### src/rtl/strobe_ram_pkg.sv
package strobe_ram_pkg;
  localparam int unsigned DFLT_DATA_W = 32;
  localparam int unsigned DFLT_ADDR_W = 5;

  function automatic int unsigned depth_of(input int unsigned aw);
    return 32'd1 << aw;
  endfunction
endpackage

### src/rtl/sram_addr_decode.sv
module sram_addr_decode #(
  parameter int unsigned ADDR_W = 5,
  parameter int unsigned DEPTH  = 32
) (
  input  logic [ADDR_W-1:0] addr,
  input  logic              en,
  output logic [DEPTH-1:0]  sel
);
  for (genvar i = 0; i < DEPTH; i++) begin : g_sel
    assign sel[i] = en && (addr == ADDR_W'(i));
  end
endmodule

### src/rtl/sram_word_cell.sv
module sram_word_cell #(
  parameter int unsigned DATA_W = 32
) (
  input  logic              wr_clk,
  input  logic              rst_n,
  input  logic              load,
  input  logic [DATA_W-1:0] d,
  output logic [DATA_W-1:0] q
);
  logic [DATA_W-1:0] q_r;
  logic [DATA_W-1:0] q_nxt;

  always_comb begin
    q_nxt = q_r;
    if (load) q_nxt = d;
  end

  always_ff @(posedge wr_clk or negedge rst_n) begin
    if (!rst_n) q_r <= '0;
    else        q_r <= q_nxt;
  end

  assign q = q_r;
endmodule

### src/rtl/sram_read_gate.sv
module sram_read_gate #(
  parameter int unsigned DATA_W = 32,
  parameter int unsigned DEPTH  = 32
) (
  input  logic [DEPTH-1:0][DATA_W-1:0] words,
  input  logic [DEPTH-1:0]             rsel,
  output logic [DATA_W-1:0]            data
);
  always_comb begin
    data = '0;
    for (int i = 0; i < DEPTH; i++) begin
      if (rsel[i]) data = data | words[i];
    end
  end
endmodule

### src/rtl/strobe_ram.sv
module strobe_ram
  import strobe_ram_pkg::*;
#(
  parameter int unsigned DATA_W = DFLT_DATA_W,
  parameter int unsigned ADDR_W = DFLT_ADDR_W
) (
  input  logic              rst_n,
  input  logic [ADDR_W-1:0] addr,
  input  logic [DATA_W-1:0] wr_data,
  input  logic              wr_n,
  input  logic              oe_n,
  output logic [DATA_W-1:0] rd_data
);
  localparam int unsigned DEPTH = depth_of(ADDR_W);

  logic [DEPTH-1:0]             wsel;
  logic [DEPTH-1:0]             rsel;
  logic [DEPTH-1:0][DATA_W-1:0] words;

  // write select: evaluated continuously, consumed only at the wr_n rise
  sram_addr_decode #(.ADDR_W(ADDR_W), .DEPTH(DEPTH)) u_wdec (
    .addr (addr),
    .en   (1'b1),
    .sel  (wsel)
  );

  // read select: empty while output enable is high, forcing a zero bus
  sram_addr_decode #(.ADDR_W(ADDR_W), .DEPTH(DEPTH)) u_rdec (
    .addr (addr),
    .en   (!oe_n),
    .sel  (rsel)
  );

  for (genvar i = 0; i < DEPTH; i++) begin : g_word
    sram_word_cell #(.DATA_W(DATA_W)) u_cell (
      .wr_clk (wr_n),
      .rst_n  (rst_n),
      .load   (wsel[i]),
      .d      (wr_data),
      .q      (words[i])
    );
  end

  sram_read_gate #(.DATA_W(DATA_W), .DEPTH(DEPTH)) u_rgate (
    .words (words),
    .rsel  (rsel),
    .data  (rd_data)
  );
endmodule

### config.mk
export PLATFORM = sky130hd
export DESIGN_NAME = strobe_ram
export DESIGN_NICKNAME = d
export VERILOG_FILES = /design/src/rtl/strobe_ram_pkg.sv /design/src/rtl/sram_addr_decode.sv /design/src/rtl/sram_word_cell.sv /design/src/rtl/sram_read_gate.sv /design/src/rtl/strobe_ram.sv
export SDC_FILE = /design/constraint.sdc
export NUM_CORES = 2
export LEC_CHECK = 0
export ABC_AREA = 1
export BUFFER_PORTS_ARGS = -buffer_cell sky130_fd_sc_hd__buf_2
export CAP_MARGIN = 5
export CORE_UTILIZATION = 30
export CTS_CLUSTER_SIZE = 12
export DETAILED_ROUTE_END_ITERATION = 16
export GPL_ROUTABILITY_DRIVEN = 0
export HOLD_SLACK_MARGIN = 0.03
export PLACE_DENSITY = 0.51
export SETUP_SLACK_MARGIN = 0.5
export SLEW_MARGIN = 20
export SYNTH_ARGS = -nofsm -noshare
export SYNTH_HDL_FRONTEND = slang
export SYNTH_SLANG_ARGS = --single-unit
### constraint.sdc
create_clock -name wr_n -period 3.5 [get_ports wr_n]
set_input_delay 0.175 -clock wr_n [delete_from_list [all_inputs] [get_ports wr_n]]
set_output_delay 0.175 -clock wr_n [all_outputs]
set_load 0.03 [all_outputs]
Yosys cells after proc, flatten, opt, wreduce, memory -nomap -nowiden. Cells that the tools add are included.

Input bits: 40. Register bits after elaboration: 1024. Output and inout port bits: 32. Word-level logic and storage cells: 160.

Reductions and logical operators: 34. Equality and inequality tests: 31. Bitwise operators: 31. Muxes and demuxes: 32.

Operators with widths (count): $mux W32 (32); $or A32 B32 Y32 (31); $eq A5 B5 Y1 const B (16); $eq A5 B4 Y1 const B (8); $logic_and A1 B1 Y1 (32); $eq A5 B3 Y1 const B (4); $eq A5 B2 Y1 const B (2); $eq A5 B1 Y1 const B (1); $logic_not A5 Y1 (1); $logic_not A1 Y1 (1).

Longest topological paths before layout.
Word-level depth: 65. Gate-level depth with buffers: 11. Gate-level depth less buffers: 10.

By module. Synthesis repeated with hierarchy kept, for this count alone.

Cells, all modules: 6600. Area, all modules: 50090.5 um2.

Modules (own cells, without submodules): sram_word_cell (times used 32, area an instance 1292.5 um2, sequential area each 800.8 um2, cells each 136); sram_read_gate (times used 1, area an instance 8190.4 um2, sequential area each 0.0 um2, cells each 2112); sram_addr_decode (times used 2, area an instance 266.5 um2, sequential area each 0.0 um2, cells each 67); strobe_ram (times used 1, area an instance 7.5 um2, sequential area each 0.0 um2, cells each 2).

Worst setup path before layout. No wires, ideal clock.

Kind: input to output. Start: in addr[4]. End: out rd_data[10]. Buffers on the path: 3. Slack: 1833 ps. Arrival time: 1492 ps. Cell stages on the path: 10. Data required time: 3325 ps. Cell sequence: buf_2 -> inv_2 -> clkbuf_1 -> clkbuf_1 -> nand4_1 -> nand2_1 -> nor2_1 -> nand2_1 -> nor2_1 -> nand2_1.

Cells in the longest elaborated chain, start to end: 65. Elaborated cells on any way between the ends: 127. Those cells by class: eq/ne: 31; mux: 32; bitwise: 31; reduce/logical: 33.

Ends and longest elaborated chain: start, declared (RTL line strobe_ram.sv:8) `input logic [ADDR_W-1:0] addr,`; $logic_not A5 Y1 (RTL line sram_addr_decode.sv:10) `assign sel[i] = en && (addr == ADDR_W'(i));`; $logic_and A1 B1 Y1 (RTL line sram_addr_decode.sv:10); $mux W32 (RTL line sram_read_gate.sv:12) `if (rsel[i]) data = data | words[i];`; $or A32 B32 Y32 (RTL line sram_read_gate.sv:12); $mux W32 (RTL line sram_read_gate.sv:12); $or A32 B32 Y32 (RTL line sram_read_gate.sv:12); $mux W32 (RTL line sram_read_gate.sv:12); $or A32 B32 Y32 (RTL line sram_read_gate.sv:12); (+49 left out); $or A32 B32 Y32 (RTL line sram_read_gate.sv:12); $mux W32 (RTL line sram_read_gate.sv:12); $or A32 B32 Y32 (RTL line sram_read_gate.sv:12); $mux W32 (RTL line sram_read_gate.sv:12); $or A32 B32 Y32 (RTL line sram_read_gate.sv:12); $mux W32 (RTL line sram_read_gate.sv:12); $or A32 B32 Y32 (RTL line sram_read_gate.sv:12); $mux W32 (*) (RTL line sram_read_gate.sv:12); end, declared (RTL line strobe_ram.sv:12) `output logic [DATA_W-1:0] rd_data`.

Every way passes the cells marked *; elsewhere a longest branch is shown, timed or not.

Worst setup path in the final report.
Start: in addr[4]. End: out rd_data[4].

Same word-level chain as after synthesis.

==> qor.csv <==
metric,value,unit
Max clock buf depth,3,
fin crit share,0.788,
"commonest cells after routing, fill and taps aside","nand2_1 (1740), dfrtp_1 (1024), nand4_1 (808), o21ai_0 (518), o21ai_1 (506)",
Critical R2R Launch,g_word[6].u_cell.q[19]$_DFFE_PN0N_,
H-tree Lvls,3,
via count,41200,
CP max FO,84,
multiplexer share of the synthesized area,0,
register area share after synthesis,0.542,
critical path type,input pin to primary output,
Design Power,0.0315,W
setup violators final,0,
Core ar.,156000,sq um
R2R Path End,g_word[6].u_cell.q[19]$_DFFE_PN0N_,
Fin Clk Skew,0,ns
final hold violations,1,
outcome,finished with violations,
Setup TNS,0,ns
min-delay worst type,input pin to register,
crit-path cells,buf_8 -> inv_8 -> buf_6 -> nor2_1 -> nand3_1 -> nand2_1 -> nor2_1 -> nand2_1 -> nor2_1 -> nand2_1 -> buf_2,
Routed Antenna Nets,0,
Final nets,5606,
CTS tree,done,
synthesis-to-layout area growth,13.7,%
Post-Synth XOR/XNOR Area,0,
clock sink count,1024,
io pins,72,
synthesized area,47300,sq um
DP Area,49800,sq um
die area,159000,sq um
share of cells above drive strength 1,0.0830,
Crit path max-delay family,buffers and inverters,
GRT Util Overall,0.204,
Compound-Gate Fraction of Synth Area,0.108,
synth unique cells,17,
vias in the first global route,39100,
Routed WL per cell,21.1,microns
Min-Delay Endpoint,g_word[22].u_cell.q[8]$_DFFE_PN0N_,
number of flip-flops in the largest register,1024,
Post-Syn Instances,5798,
worst path bufs/invs,4,
reg2reg setup slack,2.78,ns
setup bufs post-CTS,0,
final worst slack,0.741,ns
vias per cell,5.33,
# fillers,16300,
minimum clock period,2.76,ns
Slew Limit Fails,0,
Critical Path Sink Type,primary output,
"commonest non-fill, non-tap cell in the layout",nand2_1,
dpl hpwl,91700,microns
Post-Syn Area per Cell,8.15,sq um
"Net Count, Synth",5838,
finished layout cell area,53800,sq um
root buf cell,clkbuf_16,
Die Wd,399,microns
Hold Crit Start,wr_data[8],
Synth warnings,0,
Crit-path slowest cell,buf_6,
FMAX,362,MHz
synthesized-area fraction occupied by adder cells,0,
max incr delay on CP,0.64,ns
worst-margin pin slew,1.16,ns
maximum vdd drop,0.493,mV
drt first pass iters,6,
DRT iter0 DRCs,3897,
#FFs+latches synth,1024,
GR Overflow Total,0,
CP Data Required Time,3.32,ns
PortBufs,71,
WP data arrival,2.58,ns
antenna violations before repair,7,
first-pass GRT wire length,250000,microns
CTS buffer count,116,
largest net degree at the start of global routing,165,
Initial Util,0.302,
max cap viols,0,
Post-Synth Simple-Gate Area,0.296,
final core occ,0.344,
DR DRC count,0,
# rows,145,
failing checks,negative hold slack,
Worst-Skew Late Latency,0.76,ns
Cell Pwr Density,586,nW/um^2
RSZ-0062 raised after global routing,no,
P_leak,26.0,nW
"CTS clk-pin slew, worst paths",0.06,ns
largest family of logic cells by synthesized area,simple AND/OR/NAND/NOR gates,
Worst Hold Path Cells,3,
DRT Wirelength,163000,microns
startpoint types,input pin,
pre-CTS setup slack,0.467,ns
worst reg-to-reg path cell count,2,
Hold WS,-0.000560,ns
Slew Limit Headroom,0.224,
Die Span Y,399,microns
==> how the worst max path moves through the flow <==
stage	startpoint	endpoint	slack [ns]	depth (start not counted)
after floorplan	addr[4]	rd_data[10]	1.83	10
after global placement	addr[4]	rd_data[4]	0.52	11
after detailed placement	addr[4]	rd_data[4]	0.47	11
after CTS	addr[4]	rd_data[4]	0.73	11
after global routing	addr[4]	rd_data[4]	0.67	11
final	addr[4]	rd_data[4]	0.74	11
==> synthesized netlist by cell type <==
library cell	n	area [sq um]
buf_1	70	263
buf_2	99	495
buf_4	3	22.5
clkbuf_1	424	1590
clkbuf_2	1	5.00
dfrtp_1	1024	25600
inv_1	33	124
inv_2	12	45.0
nand2_1	1755	6590
nand2_2	11	68.8
nand3_1	185	926
nand4_1	808	5050
nor2_1	343	1290
nor2_2	4	25.0
nor2_4	2	22.5
o21ai_0	518	2590
o21ai_1	506	2530
==> power breakdown <==
part           internal (W)  switching, W
clock               0.00698       0.00514
sequential           0.0143       0.00126
combinational       0.00135       0.00253
==> per-stage QoR <==
step | hold WS [ns] | instances
2_1_floorplan | -0.121 | 5798
3_3_place_gp | 0.282 | 7491
3_5_place_dp | 0.296 | 7491
4_1_cts | 0.0627 | 7717
5_1_grt | 0.0333 | 7719
6_report | -0.000560 | 7721
==> repair_timing <==
action,CTS,global route
endpoints found under the setup margin,1,0
endpoints found under the hold margin,392,6
hold buffers,13,2
gates resized for setup,1,0
==> area by class of cell <==
type / count / area (sq um) / share of cell area
Antenna cell: 2 / 5.00 / 0.0000931
Clock buffer: 189 / 3480 / 0.0647
Clock inverter: 24 / 285 / 0.00531
Inverter: 45 / 184 / 0.00342
Multi-Input combinational cell: 4132 / 19300 / 0.359
Sequential cell: 1024 / 25600 / 0.477
Tap cell: 2058 / 2570 / 0.0479
Timing Repair Buffer: 247 / 2300 / 0.0428
==> kinds of logic (layout without fill, tap and decap cells) <==
group / Yosys count / after routing
other cells: 0 / 2
compound gates: 1024 / 1024
flops: 1024 / 1024
buf+inv: 642 / 505
simple gates: 3108 / 3108
==> routing by layer <==
layer / global-route usage / part of all wire / vias to the layer above
li1: - / - / 19400
met1: 0.297 / 0.48 / 20400
met2: 0.317 / 0.45 / 1151
met3: 0.0253 / 0.053 / 206
met4: 0.0550 / 0.024 / 4
met5: 0 / 0.00014 / -
==> tightest hold or removal path: stages <==
cell and delay [ns]:
buf_2 0.09, inv_2 0.22, o21ai_1 0.21
(Power assumes the default switching activity.)
